**src/rtl/cbc_pkg.sv**
```systemverilog
package cbc_pkg;
  typedef enum logic [1:0] {ST_IDLE, ST_LOAD, ST_CORE, ST_DRAIN} wrap_st_e;
  typedef enum logic [1:0] {DF_NONE = 2'd0, DF_IN = 2'd1, DF_OUT = 2'd2, DF_RSVD = 2'd3} dflow_e;
  localparam int unsigned CTRL_START_BIT = 3;
  localparam int unsigned CTRL_KEEP_BIT  = 4;
  localparam int unsigned CTRL_ENC_BIT   = 2;
endpackage

```
**src/rtl/cbc_byte_stage.sv**
```systemverilog
module cbc_byte_stage #(
  parameter int unsigned N_BYTES = 16,
  localparam int unsigned CW = $clog2(N_BYTES + 1)
) (
  input  logic                 clk_i,
  input  logic                 rst_ni,
  input  logic                 clr_i,
  input  logic                 en_i,
  input  logic [CW-1:0]        need_i,
  input  logic                 valid_i,
  input  logic [7:0]           data_i,
  output logic                 ready_o,
  output logic                 full_o,
  output logic [8*N_BYTES-1:0] buf_o
);
  logic [CW-1:0]        cnt_q;
  logic [8*N_BYTES-1:0] buf_q;

  assign ready_o = en_i && (cnt_q < need_i);
  assign full_o  = (cnt_q == need_i);
  assign buf_o   = buf_q;

  always_ff @(posedge clk_i or negedge rst_ni) begin
    if (!rst_ni) begin
      cnt_q <= '0;
      buf_q <= '0;
    end else if (clr_i) begin
      cnt_q <= '0;
      buf_q <= '0;
    end else if (valid_i && ready_o) begin
      buf_q[8*(N_BYTES-1-int'(cnt_q)) +: 8] <= data_i;  // MSB-first packing
      cnt_q <= cnt_q + 1'b1;
    end
  end
endmodule

```
**src/rtl/cbc_byte_drain.sv**
```systemverilog
module cbc_byte_drain #(
  parameter int unsigned N_BYTES = 16,
  localparam int unsigned CW = $clog2(N_BYTES)
) (
  input  logic                 clk_i,
  input  logic                 rst_ni,
  input  logic                 clr_i,
  input  logic                 load_i,
  input  logic [8*N_BYTES-1:0] data_i,
  input  logic                 ready_i,
  output logic                 valid_o,
  output logic [7:0]           data_o,
  output logic                 done_o
);
  logic [8*N_BYTES-1:0] sh_q;
  logic [CW-1:0]        cnt_q;
  logic                 valid_q;
  logic                 take;

  assign take    = valid_q && ready_i;
  assign valid_o = valid_q;
  assign data_o  = sh_q[8*N_BYTES-1 -: 8];
  assign done_o  = take && (cnt_q == CW'(N_BYTES - 1));

  always_ff @(posedge clk_i or negedge rst_ni) begin
    if (!rst_ni) begin
      sh_q    <= '0;
      cnt_q   <= '0;
      valid_q <= 1'b0;
    end else if (clr_i) begin
      sh_q    <= '0;
      cnt_q   <= '0;
      valid_q <= 1'b0;
    end else if (load_i) begin
      sh_q    <= data_i;
      cnt_q   <= '0;
      valid_q <= 1'b1;
    end else if (take) begin
      sh_q  <= {sh_q[8*N_BYTES-9:0], 8'h00};
      cnt_q <= cnt_q + 1'b1;
      if (done_o) valid_q <= 1'b0;
    end
  end
endmodule

```
**src/rtl/cbc_stream_wrap.sv**
```systemverilog
module cbc_stream_wrap
  import cbc_pkg::*;
#(
  parameter int unsigned BLK_BYTES      = 16,
  parameter int unsigned KEY_MAX_BYTES  = 32,
  parameter int unsigned KEY_STEP_BYTES = 8
) (
  input  logic                       clk_i,
  input  logic                       rst_ni,
  input  logic                       ctrl_we_i,
  input  logic [4:0]                 ctrl_wdata_i,
  input  logic                       dflow_we_i,
  input  logic [1:0]                 dflow_wdata_i,
  input  logic                       key_valid_i,
  input  logic [7:0]                 key_data_i,
  output logic                       key_ready_o,
  input  logic                       blk_valid_i,
  input  logic [7:0]                 blk_data_i,
  input  logic                       blk_last_i,
  output logic                       blk_ready_o,
  input  logic                       xop_valid_i,
  input  logic [7:0]                 xop_data_i,
  output logic                       xop_ready_o,
  output logic                       out_valid_o,
  output logic [7:0]                 out_data_o,
  input  logic                       out_ready_i,
  output logic                       busy_o,
  output logic                       core_start_o,
  output logic                       core_encrypt_o,
  output logic [1:0]                 core_ksize_o,
  output logic [8*KEY_MAX_BYTES-1:0] core_key_o,
  output logic [8*BLK_BYTES-1:0]     core_din_o,
  input  logic                       core_done_i,
  input  logic [8*BLK_BYTES-1:0]     core_dout_i
);
  localparam int unsigned BLK_W = 8 * BLK_BYTES;
  localparam int unsigned KCW   = $clog2(KEY_MAX_BYTES + 1);
  localparam int unsigned BCW   = $clog2(BLK_BYTES + 1);

  wrap_st_e   st_q;
  dflow_e     df_q;
  logic [1:0] ksize_q;
  logic       enc_q;
  logic       last_q;

  logic           abort, go, load_en, stage_clr, all_full, drain_done, res_load;
  logic           key_full, blk_full, xop_full;
  logic [KCW-1:0] key_need;
  logic [BCW-1:0] xop_need;
  logic [BLK_W-1:0] blk_buf, xop_buf, res;

  assign abort   = ctrl_we_i && !ctrl_wdata_i[CTRL_KEEP_BIT];
  assign go      = ctrl_we_i && ctrl_wdata_i[CTRL_KEEP_BIT] && ctrl_wdata_i[CTRL_START_BIT]
                   && (st_q == ST_IDLE);
  assign load_en = (st_q == ST_LOAD);
  assign res_load  = (st_q == ST_CORE) && core_done_i && !abort;
  assign stage_clr = abort || res_load;
  assign all_full  = key_full && blk_full && xop_full;

  always_comb begin
    int unsigned n;
    n = BLK_BYTES + KEY_STEP_BYTES * int'(ksize_q);
    if (n > KEY_MAX_BYTES) n = KEY_MAX_BYTES;
    key_need = KCW'(n);
  end

  assign xop_need = (df_q == DF_IN || df_q == DF_OUT) ? BCW'(BLK_BYTES) : '0;

  cbc_byte_stage #(.N_BYTES(KEY_MAX_BYTES)) u_key_stage (
    .clk_i, .rst_ni, .clr_i(stage_clr), .en_i(load_en), .need_i(key_need),
    .valid_i(key_valid_i), .data_i(key_data_i), .ready_o(key_ready_o),
    .full_o(key_full), .buf_o(core_key_o)
  );

  cbc_byte_stage #(.N_BYTES(BLK_BYTES)) u_blk_stage (
    .clk_i, .rst_ni, .clr_i(stage_clr), .en_i(load_en), .need_i(BCW'(BLK_BYTES)),
    .valid_i(blk_valid_i), .data_i(blk_data_i), .ready_o(blk_ready_o),
    .full_o(blk_full), .buf_o(blk_buf)
  );

  cbc_byte_stage #(.N_BYTES(BLK_BYTES)) u_xop_stage (
    .clk_i, .rst_ni, .clr_i(stage_clr), .en_i(load_en), .need_i(xop_need),
    .valid_i(xop_valid_i), .data_i(xop_data_i), .ready_o(xop_ready_o),
    .full_o(xop_full), .buf_o(xop_buf)
  );

  assign core_din_o     = (df_q == DF_IN)  ? (blk_buf ^ xop_buf)     : blk_buf;
  assign res            = (df_q == DF_OUT) ? (core_dout_i ^ xop_buf) : core_dout_i;
  assign core_start_o   = load_en && all_full;
  assign core_encrypt_o = enc_q;
  assign core_ksize_o   = ksize_q;
  assign busy_o         = (st_q != ST_IDLE);

  cbc_byte_drain #(.N_BYTES(BLK_BYTES)) u_drain (
    .clk_i, .rst_ni, .clr_i(abort), .load_i(res_load), .data_i(res),
    .ready_i(out_ready_i), .valid_o(out_valid_o), .data_o(out_data_o),
    .done_o(drain_done)
  );

  always_ff @(posedge clk_i or negedge rst_ni) begin
    if (!rst_ni) begin
      st_q    <= ST_IDLE;
      df_q    <= DF_NONE;
      ksize_q <= '0;
      enc_q   <= 1'b0;
      last_q  <= 1'b0;
    end else if (abort) begin
      st_q   <= ST_IDLE;
      last_q <= 1'b0;
    end else begin
      if (dflow_we_i && st_q == ST_IDLE) df_q <= dflow_e'(dflow_wdata_i);
      if (ctrl_we_i && st_q == ST_IDLE) begin
        ksize_q <= ctrl_wdata_i[1:0];
        enc_q   <= ctrl_wdata_i[CTRL_ENC_BIT];
      end
      if (blk_valid_i && blk_ready_o && blk_last_i) last_q <= 1'b1;
      unique case (st_q)
        ST_IDLE:  if (go) st_q <= ST_LOAD;
        ST_LOAD:  if (all_full) st_q <= ST_CORE;
        ST_CORE:  if (core_done_i) st_q <= ST_DRAIN;
        ST_DRAIN: if (drain_done) begin
          st_q   <= last_q ? ST_IDLE : ST_LOAD;
          last_q <= 1'b0;
        end
        default:  st_q <= ST_IDLE;
      endcase
    end
  end
endmodule

```
**config.mk**
```make
export PLATFORM = sky130hd
export DESIGN_NAME = cbc_stream_wrap
export DESIGN_NICKNAME = d
export VERILOG_FILES = /design/src/rtl/cbc_pkg.sv /design/src/rtl/cbc_byte_stage.sv /design/src/rtl/cbc_byte_drain.sv /design/src/rtl/cbc_stream_wrap.sv
export SDC_FILE = /design/constraint.sdc
export NUM_CORES = 1
export LEC_CHECK = 0
export CORE_MARGIN = 2
export CORE_UTILIZATION = 30
export CTS_BUF_LIST = sky130_fd_sc_hd__clkbuf_16
export DETAILED_ROUTE_END_ITERATION = 8
export GPL_TIMING_DRIVEN = 0
export PLACE_DENSITY = 0.47
export SLEW_MARGIN = 20
export SYNTH_ARGS = -nofsm -noshare
export SYNTH_HDL_FRONTEND = slang
export SYNTH_HIERARCHICAL = 1
export SYNTH_SLANG_ARGS = --single-unit
export TNS_END_PERCENT = 50
```
**constraint.sdc**
```tcl
create_clock -name clk_i -period 4.23 [get_ports clk_i]
set_input_delay 1.0575 -clock clk_i [delete_from_list [all_inputs] [get_ports clk_i]]
set_output_delay 1.0575 -clock clk_i [all_outputs]
set_load 0.02 [all_outputs]
```
After elaboration in Yosys (flattened, before gate mapping):

Cells that the tools add are included.

* magnitude comparators: 4
* shift-type cells: 6
* reductions and logical operators: 35
* bitwise gates (word level): 3
* divide/modulo/power cells: 0
* add/sub/neg operators: 11
* eq/ne operators: 13
* multiply operators: 0
* multiplexer cells: 40

Operator list (number)
* $mux W128: 9
* $mux W256: 2
* $bwmux W128: 2
* $bwmux W256: 1
* $shift A8 B34 Y128 const A: 2
* $shift A8 B34 Y256 const A: 1
* $shiftx A8 B34 Y128: 2
* $shiftx A8 B34 Y256: 1
* $xor A128 B128 Y128: 2
* $neg A32 Y34: 3
* $mux W5: 5
* $logic_and A1 B1 Y1: 20
* $mux W6: 3
* $mux W4: 3
* $sub A4 B5 Y6 const A: 2
* $add A5 B1 Y5 const B: 2
* $mux W2: 5
* $mux W1: 9
* $ne A3 B3 Y1 const B: 3
* $pmux W2 S4: 1
* $reduce_bool A2 Y1: 4
* $sub A5 B6 Y7 const A: 1
* $add A5 B5 Y6 const A: 1
* $add A6 B1 Y6 const B: 1
* other kinds (19): 27

* logic and storage cells: 126
* bits in latches: 0
* bits in registers: 669
* bits in writable memories: 0
* memories: 0
* input port bits: 169
* output and inout bits: 401
* ROM bits: 0

Depth between registers and ports, before layout:

Gate-level depths: netlist of the first run.

* depth in word-level cells: 9
* mapped depth: 12
* gate-level depth less buffers: 10

Modules after synthesis:

Netlist of the first run, hierarchy kept.

Modules (own cells, without submodules)
* cbc_byte_stage at u_key_stage: cells an instance 954, instances 1, area an instance 11569.8 um^2, seq. area each 6556.3 um^2
* cbc_byte_stage at u_xop_stage: cells an instance 584, instances 1, area an instance 6744.0 um^2, seq. area each 3328.2 um^2
* cbc_byte_drain: cells an instance 591, instances 1, area an instance 5908.2 um^2, seq. area each 3328.2 um^2
* cbc_byte_stage at u_blk_stage: cells an instance 475, instances 1, area an instance 5831.8 um^2, seq. area each 3328.2 um^2
* cbc_stream_wrap: cells an instance 595, instances 1, area an instance 3916.3 um^2, seq. area each 200.2 um^2

Worst setup path after synthesis of the first run:

No wires, ideal clock.

* path type: flip-flop to flip-flop
* start point: register u_key_stage.cnt_q[1]
* end point: register u_key_stage.buf_q[192], in the netlist u_key_stage/buf_o[192]
* buffers on the path: 2
* cell stages (with the launch flop): 12
* arrival: 3.294 ns
* required time: 4.151 ns
* path slack: 0.856 ns
* period minus slack after synthesis: 3.374 ns
* setup time: 0.079 ns
* cell sequence: dfrtp_1 -> ha_1 -> buf_2 -> nand3_2 -> or3b_2 -> ha_1 -> nor3b_2 -> nand4_2 -> nor4_4 -> and3_1 -> buf_6 -> mux2i_1

* cells in the longest elaborated chain, start to end: 6
* elaborated cells on any way between the ends: 11
* those cells by class: 2 x add/sub; 1 x order compare; 2 x shift; 3 x mux; 3 x reduce/logical

RTL lines
* start, declared: line cbc_byte_stage.sv:16 `logic [CW-1:0] cnt_q;`
* start signal, assigned: line cbc_byte_stage.sv:32 `cnt_q <= cnt_q + 1'b1;`
* $sub A5 B6 Y7: line cbc_byte_stage.sv:31 `buf_q[8*(N_BYTES-1-int'(cnt_q)) +: 8] <= data_i;`
* $neg A32 Y34: line cbc_byte_stage.sv:31
* $shiftx A8 B34 Y256 or $shift A8 B34 Y256 (tied branches): line cbc_byte_stage.sv:31
* $bwmux W256: line cbc_byte_stage.sv:31
* $mux W256: line cbc_byte_stage.sv:30 `end else if (valid_i && ready_o) begin`
* $mux W256: line cbc_byte_stage.sv:27 `end else if (clr_i) begin`
* end signal, assigned by index: line cbc_byte_stage.sv:31
* end, declared: line cbc_byte_stage.sv:17 `logic [8*N_BYTES-1:0] buf_q;`

Several ways; a longest one is shown, not always the timed one. The select of a mux whose other input is x is not followed.
A chain may end at the register's enable or synchronous reset.

Worst setup path after layout of the first run:

* start point: input port ctrl_we_i
* end point: register u_xop_stage.buf_q[119], in the netlist u_xop_stage/buf_o[119]

* cells in the longest elaborated chain, start to end: 5
* elaborated cells on any way between the ends: 6
* those cells by class: 1 x mux; 5 x reduce/logical

RTL lines
* start, declared: line cbc_stream_wrap.sv:10 `input logic ctrl_we_i,`
* $logic_and A1 B1 Y1 (*): line cbc_stream_wrap.sv:52 `assign abort = ctrl_we_i && !ctrl_wdata_i[CTRL_KEEP_BIT];`
* $logic_not A1 Y1: line cbc_stream_wrap.sv:56 `assign res_load = (st_q == ST_CORE) && core_done_i && !abort;`
* $logic_and A1 B1 Y1: line cbc_stream_wrap.sv:56
* $logic_or A1 B1 Y1 (*): line cbc_stream_wrap.sv:57 `assign stage_clr = abort || res_load;`
* named net stage_clr: line cbc_stream_wrap.sv:46 `logic abort, go, load_en, stage_clr, all_full, drain_done, res_load;`
* $mux W128 or $reduce_bool A2 Y1 (tied branches)
* end signal, assigned by index: line cbc_byte_stage.sv:31
* end, declared: line cbc_byte_stage.sv:17

The timed path passes the listed nets; every way through them passes the cells marked *.

==> results.md, run 1 <==
* Status: finished clean
* CP Buf/Inv Count at 4
* Tot GR Track Use at 24.80%
* Worst-path cell chain: clkdlybuf4s50_1 > nand2b_4 > nand2_2 > clkbuf_1 > clkbuf_1 > clkbuf_1 > nand3b_1 > mux2i_1
* Yosys top cell by area: dfrtp_1
* Nets at 4092
* WL/cell at 26.98 um
* Ys async rst share at 100.0%
* Peak supply drop at 0.0003266 V
* Prevailing post-synth register cell: dfrtp_1
* Vias per cell at 5.120
* DR iter-0 viols at 2790
* TritonCTS clock tree: done
* Worst Clk Skew at 0.02995 ns
* CTS max path bufs at 3
* Most frequent cells in the layout: 669 x dfrtp_1, 558 x clkdlybuf4s50_1, 480 x nand2_1
* Die W at 340.5 um
* DRC errors left at 0
* I/O Pins at 570
* Vias at 27899
* Drt pass-1 iters at 7
* Initial antenna violation count at 10
* Yosys top cell area share at 49.28%
* Final setup viols at 0
* Dpl ws at -0.7168 ns
* Multiplexer share of the synthesized area at 7.072%
* Placed cells at 5284
* WP data required at 4.75 ns
* Layout cell share with drive strength beyond 1 at 9.820%
* Tcrit/Tclk final at 98.99%
* CP peak stage delay at 0.68 ns
* Port Buffers at 567
* Die area at 115900 um^2
* Die Y-Extent at 340.5 um
* Seq cells post-synth at 669
* Commonest non-fill, non-tap cell in the layout: dfrtp_1
* Grt ovf at 0
* Max-cap viol count at 0
* Final Max Slew Viols at 0
* Synth Area in Compound Gates at 14.70%
* Synth Instances at 3199
* Hold Buf Count CTS at 0
* Yosys warning total at 6
* CP Max Fanout at 11
* Xor/xnor share of the synthesized area at 6.910%
* Vias in the first global route at 28096
* Detail Placement HPWL at 114800 um
* CP Capture Type: flip-flop
* Clk_lat worst skew at 0.67 ns
* Clk sinks at 669
* Fmax at 238.8 MHz
* Most used cell, CP: clkbuf_1
* Rows at 123
* Netlist cell types at 93
* H-tree Lvls at 3
* RSZ-0062 raised after global routing: false
* EDFF count, synth at 0
* First-pass GRT wire length at 208900 um
* HP Class: input port to asynchronous set/reset pin
* Worst EP arrival at 4.71 ns
* Core area at 112300 um^2
* Starting Density at 30.24%
* Num CTS Buffers at 84
* CP max-delay cell: clkbuf_1
* Routed Antenna Nets at 0
* Largest net degree at the start of global routing at 94
* Layout area overhead at 32.65%
* Worst Max-Slew Pin Slew at 1.294 ns
* Combinational family with the most area after synthesis: simple AND/OR/NAND/NOR gates
* Post-synthesis sequential area ratio at 49.28%
* Drt total wl at 147000 um
* Slew margin rel. at 13.63%
* Post-Synth Simple-Gate Area at 16.56%
* Area contributors post-synth: dfrtp_1 49%, xnor2_1 6.8%, mux2i_1 6.3%, nand2_1 5.3%, nand2b_1 4.6%
* Crit path kind: input port to flip-flop
* Post-Syn Area per Cell at 10.62 um^2
* Post-synthesis cell area at 33970 um^2
* CTS root buffer: clkbuf_16
* Fillers at 11028
* CP Launch Type: input port
* Reg clk slew, reported paths at 0.06 ns
* Final non-filler cell total at 5449
* Final Hold Viols at 0
* Critical Path Source: ctrl_we_i
* RD Place Congestion at 0.9114
* Kind of cell adding the most delay to the critical path: buffers and inverters
* Final WS setup at 0.04253 ns
* Leakage Power at 0.01943 uW
* Fin crit period at 4.187 ns
* Adder-Cell Fraction of Synth Area at 1.805%
* Power Density at 443.5 nW/um^2
* R2R Path Start: u_key_stage/cnt_q[1]
==> through the flow <==
stage	setup TNS (ns)	total power (uW)	area, um^2	hold slack [ns]	utilization, %
finish	0	19990	45060	0.2454	40.11
global route	0	20820	45060	0.2373	40.11
CTS	0	20040	44760	0.2242	39.84
detailed placement	-133.39	12470	41800	0.4714	37.20
global placement	-	12470	41560	0.4638	36.99
floorplan	0	10310	34010	0.4502	-
==> state kept, by name (all words and copies together), names as in the netlist, 2 cells and up <==
signal             cells
core_ksize_o           2
df_q                   2
st_q                   2
u_blk_stage/buf_o    128
u_blk_stage/cnt_q      5
u_drain/cnt_q          4
u_drain/sh_q         128
u_key_stage/buf_o    256
u_key_stage/cnt_q      6
u_xop_stage/buf_o    128
u_xop_stage/cnt_q      5
==> synthesized netlist by cell type, drive strengths merged (8+ instances only) <==
library cell and instances:
a22oi 120, nor3 20, nor2b 30, mux2i 213
nor3b 8, ha 49, a32o 44, nor2 65
or2 8, mux2 24, o22ai 26, a22o 73
o21ai 126, o31ai 15, nand2 483, o32ai 9
a21oi 39, and2 14, nand3b 15, a31oi 19
nand3 69, dfrtp 669, nand2b 250, and3 14
xnor2 263, nor4 14, clkbuf 96, o2bb2ai 136
inv 52, nand4 31, buf 116
==> worst register-to-register path, stage by stage, from the launching register on <==
cell and delay, ns:
dfrtp_1 0.46, ha_1 0.18, buf_2 0.18, nand3_2 0.21, or3b_2 0.52, ha_1 0.33
nor3b_2 0.31, nand4_2 0.33, nor2_1 0.58, a31oi_1 0.51, a22o_1 0.33
==> kinds of logic (layout without fill, tap and decap cells) <==
kind of cell / count (synthesis) / count (layout)
AO/OA/AOI/OAI: 648 / 648
XOR/XNOR: 268 / 268
adder cells (fa/ha/maj): 49 / 49
buffers and inverters: 264 / 996
flip-flops: 669 / 669
multiplexers: 237 / 237
other: 2 / 20
AND/OR/NAND/NOR: 1062 / 1062
==> what timing repair did <==
| action | 4_1_cts | 5_1_grt |
|---|---|---|
| cloned | 0 | 0 |
| hold endpoints to repair | 0 | 0 |
| pin swaps | 1 | 2 |
| setup buffers | 0 | 4 |
| setup endpoints to repair | 45 | 92 |
| resized for setup | 25 | 37 |
==> layer usage <==
layer	GRT usage, %	wire, um	vias up
met3	4.674	8638	152
met1	34.41	65840	14160
met5	0	19	-
li1	-	-	12669
met4	5.956	3365	2
met2	39.91	69150	916
==> power breakdown <==
part	leakage [uW]	internal [uW]	total (uW)	switching (uW)
logic	0.00872	1730	5030	3300
clock network	0.00142	4410	7480	3070
registers	0.00929	6980	7480	496
total	0.0194	13100	20000	6870
==> worst paths after layout <==
kind	end	slack (ns)	depth (start not counted)
max	u_xop_stage/buf_o[119]	0.04	8
min	u_drain/sh_q[122]	0.25	1
max reg2reg	u_key_stage/buf_o[12]	0.19	10
min reg2reg	u_drain/sh_q[46]	0.48	2
max in group asynchronous	u_key_stage/buf_o[149]	2.29	4
min in group clk_i	u_drain/sh_q[46]	0.48	2
==> cell type report <==
type,instances,area (um^2),share of cell area (%)
well taps,1500,1877,4.165
multi-input cells,2276,16420,36.44
plain buffers,212,1051,2.332
inverters,52,195.2,0.4332
repair buffers,579,5943,13.19
clock inverters,66,635.6,1.411
clock buffers,87,2177,4.831
diodes,8,20.02,0.04443
flip-flops and latches,669,16740,37.15
Power figures use the tool's default switching activity.
==> run 2, diff against run 1 <==
Settings changed: PLACE_DENSITY 0.47 to 0.55.
==> results.md, run 2 (synthesized netlist as in run 1, its figures left out) <==
* CTS root buffer: clkbuf_16
* Num CTS Buffers at 81 (-3.6%)
* Hold slack final at 0.3683 ns (+0.1230 ns)
* Final Hold Viols at 0 (unchanged)
* Total Power at 19350 uW (-3.2%)
* RD Place Congestion at 0.9501 (+4.2%)
* Vias in the first global route at 28119 (+0.082%)
* Most frequent cells in the layout: 668 x dfrtp_1, 561 x clkdlybuf4s50_1, 479 x nand2_1
* Fillers at 11106 (+0.71%)
* Commonest non-fill, non-tap cell in the layout: dfrtp_1
* Starting Density at 30.24% (unchanged)
* Worst-path cell chain: inv_1 > ha_1 > buf_4 > buf_2 > nand2_1 > xnor2_1 > clkdlybuf4s50_1
* Crit path kind: flip-flop to output pin
* Die area at 115900 um^2 (unchanged)
* Clk sinks at 669 (unchanged)
* Worst Max-Slew Pin Slew at 1.165 ns (-0.1289 ns)
* DR iter-0 viols at 2776 (-0.50%)
* Worst Clk Skew at 0.04003 ns (+0.01007 ns)
* DRC errors left at 0 (unchanged)
* Largest net degree at the start of global routing at 98 (+4.3%)
* First-pass GRT wire length at 201900 um (-3.3%)
* Detail Placement HPWL at 110000 um (-4.2%)
* Initial antenna violation count at 8 (-2)
* Clk_lat worst skew at 0.68 ns (about the same)
* Nets at 4085 (-0.17%)
* Fmax at 234.5 MHz (-1.8%)
* Placed cells at 5283 (-0.019%)
* Slew margin rel. at 21.67% (+8.0 points)
* Final WS setup at -0.03504 ns (-0.07757 ns)
* H-tree Lvls at 3 (unchanged)
* Vias at 28204 (+1.1%)
* Setup TNS at -0.04021 ns (-0.04021 ns)
* Leakage Power at 0.01929 uW (-0.73%)
* RSZ-0062 raised after global routing: true
* Die W at 340.5 um (unchanged)
* CTS max path bufs at 3 (unchanged)
* Vias per cell at 5.185 (+1.3%)
* CP Launch Type: flip-flop
* Final Cell Area at 44740 um^2 (-0.72%)
* Worst EP arrival at 3.21 ns (-1.50 ns)
* Final non-filler cell total at 5440 (-0.17%)
* CP Buf/Inv Count at 4 (unchanged)
* Area of the multi-input gates at 16370 um^2 (-0.29%)
* Port Buffers at 567 (unchanged)
* Status: finished, violations left
* Max reg flops at 256 (unchanged)
* Drt total wl at 141200 um (-3.9%)
* Drt pass-1 iters at 6 (-1)
* Grt ovf at 0 (unchanged)
* WL/cell at 25.96 um (-3.8%)
* Reg area at 16740 um^2 (about the same)
* TritonCTS clock tree: done
* CP Capture Type: output pin
* Power Density at 432.5 nW/um^2 (-2.5%)
* Routed Antenna Nets at 0 (unchanged)
* Kind of cell adding the most delay to the critical path: buffers and inverters
* Layout area overhead at 31.70%
* Hold Buf Count CTS at 0 (unchanged)
* Final Max Slew Viols at 0 (unchanged)
* CP max-delay cell: clkdlybuf4s50_1
* CP peak stage delay at 0.72 ns (+0.04 ns)
* Peak supply drop at 0.0002922 V (-11%)
* Layout cell share with drive strength beyond 1 at 9.431% (-0.39 points)
* HP Class: input port to asynchronous set/reset pin
* Failing checks: negative setup slack
* Die Y-Extent at 340.5 um (unchanged)
* Max-cap viol count at 0 (unchanged)
* Final setup viols at 2 (+2)
* Tot GR Track Use at 23.77% (-1.0 points)
* Tcrit/Tclk final at 100.8% (+1.8 points)
* WP data required at 3.17 ns (-1.58 ns)
* Core area at 112300 um^2 (unchanged)
* Reg clk slew, reported paths at 0.05 ns (about the same)
* CP Max Fanout at 10 (-1)
* Fin crit period at 4.265 ns (+0.07757 ns)
* I/O Pins at 570 (unchanged)
* Rows at 123 (unchanged)
* Area of placed instances at 41770 um^2 (about the same)
## run 2: cell count changes in the layout (fill, tap and decap cells not counted), sizes merged, moves of 3 or more
cell,change
clkbuf,-5
clkinvlp,-5
buf,-4
dlymetal6s2s,-3
clkdlybuf4s50,+3
inv,+10
bufinv,-5
## run 2: final cells by class
class | count | share of cell area, %
Inverter | 52 | 0.4363
Clock inverter | 68 | 1.219
Sequential cell | 669 | 37.42
Tap cell | 1500 | 4.195
Multi-Input combinational cell | 2276 | 36.60
Buffer | 212 | 2.352
Clock buffer | 82 | 4.587
Timing Repair Buffer | 575 | 13.16
Antenna cell | 6 | 0.03356
## run 2: repair_timing
item	4_1_cts	5_1_grt
buffers inserted	1	0
pin swaps	1	1
endpoints found under the setup margin	47	58
gates resized for setup	30	27
## run 2: final timing paths
check                                  start                endpoint  slack [ns]  cells past startpoint
max                                  df_q[1]          core_din_o[18]       -0.04                      7
min in group clk_i         u_drain/sh_q[117]       u_drain/sh_q[117]        0.48                      2
max in group asynchronous             rst_ni  u_key_stage/buf_o[144]        2.41                      3
max reg2reg                          st_q[0]  u_xop_stage/buf_o[119]        0.24                      9
min reg2reg                u_drain/sh_q[117]       u_drain/sh_q[117]        0.48                      2
min                                   rst_ni       u_drain/sh_q[120]        0.37                      1
## run 2: per-stage QoR
stage / setup slack (ns) / utilization (%)
2_1_floorplan: 0.8564 / -
3_3_place_gp: -30.30 / 36.99
3_5_place_dp: -0.7296 / 37.18
4_1_cts: 0.003708 / 39.66
5_1_grt: -0.006509 / 39.82
6_report: -0.03504 / 39.82
## run 2: power breakdown
group / switching (uW) / leakage [uW] / total [uW] / internal [uW]
clock: 2990 / 0.00135 / 6910 / 3920
combinational: 3250 / 0.00864 / 4970 / 1720
sequential: 486 / 0.00929 / 7470 / 6980
total: 6730 / 0.0193 / 19400 / 12600
## run 2: worst register-to-register path: stages, from the launching register on
cell	delay, ns
dfrtp_1	0.43
inv_1	0.13
ha_1	0.17
nand2_1	0.09
nand2_2	0.42
clkbuf_1	0.60
clkbuf_1	0.67
clkbuf_1	0.66
nand3b_1	0.53
mux2i_1	0.14
## run 2: layer usage
layer	up-vias	part of all wire, %	track usage [%]	wire length, um
li1	12684	-	-	-
met1	14143	43	32.36	60710
met2	1155	45	36.20	63280
met3	220	8.2	6.077	11620
met4	2	4.0	9.159	5588
met5	-	0.0092	0	13
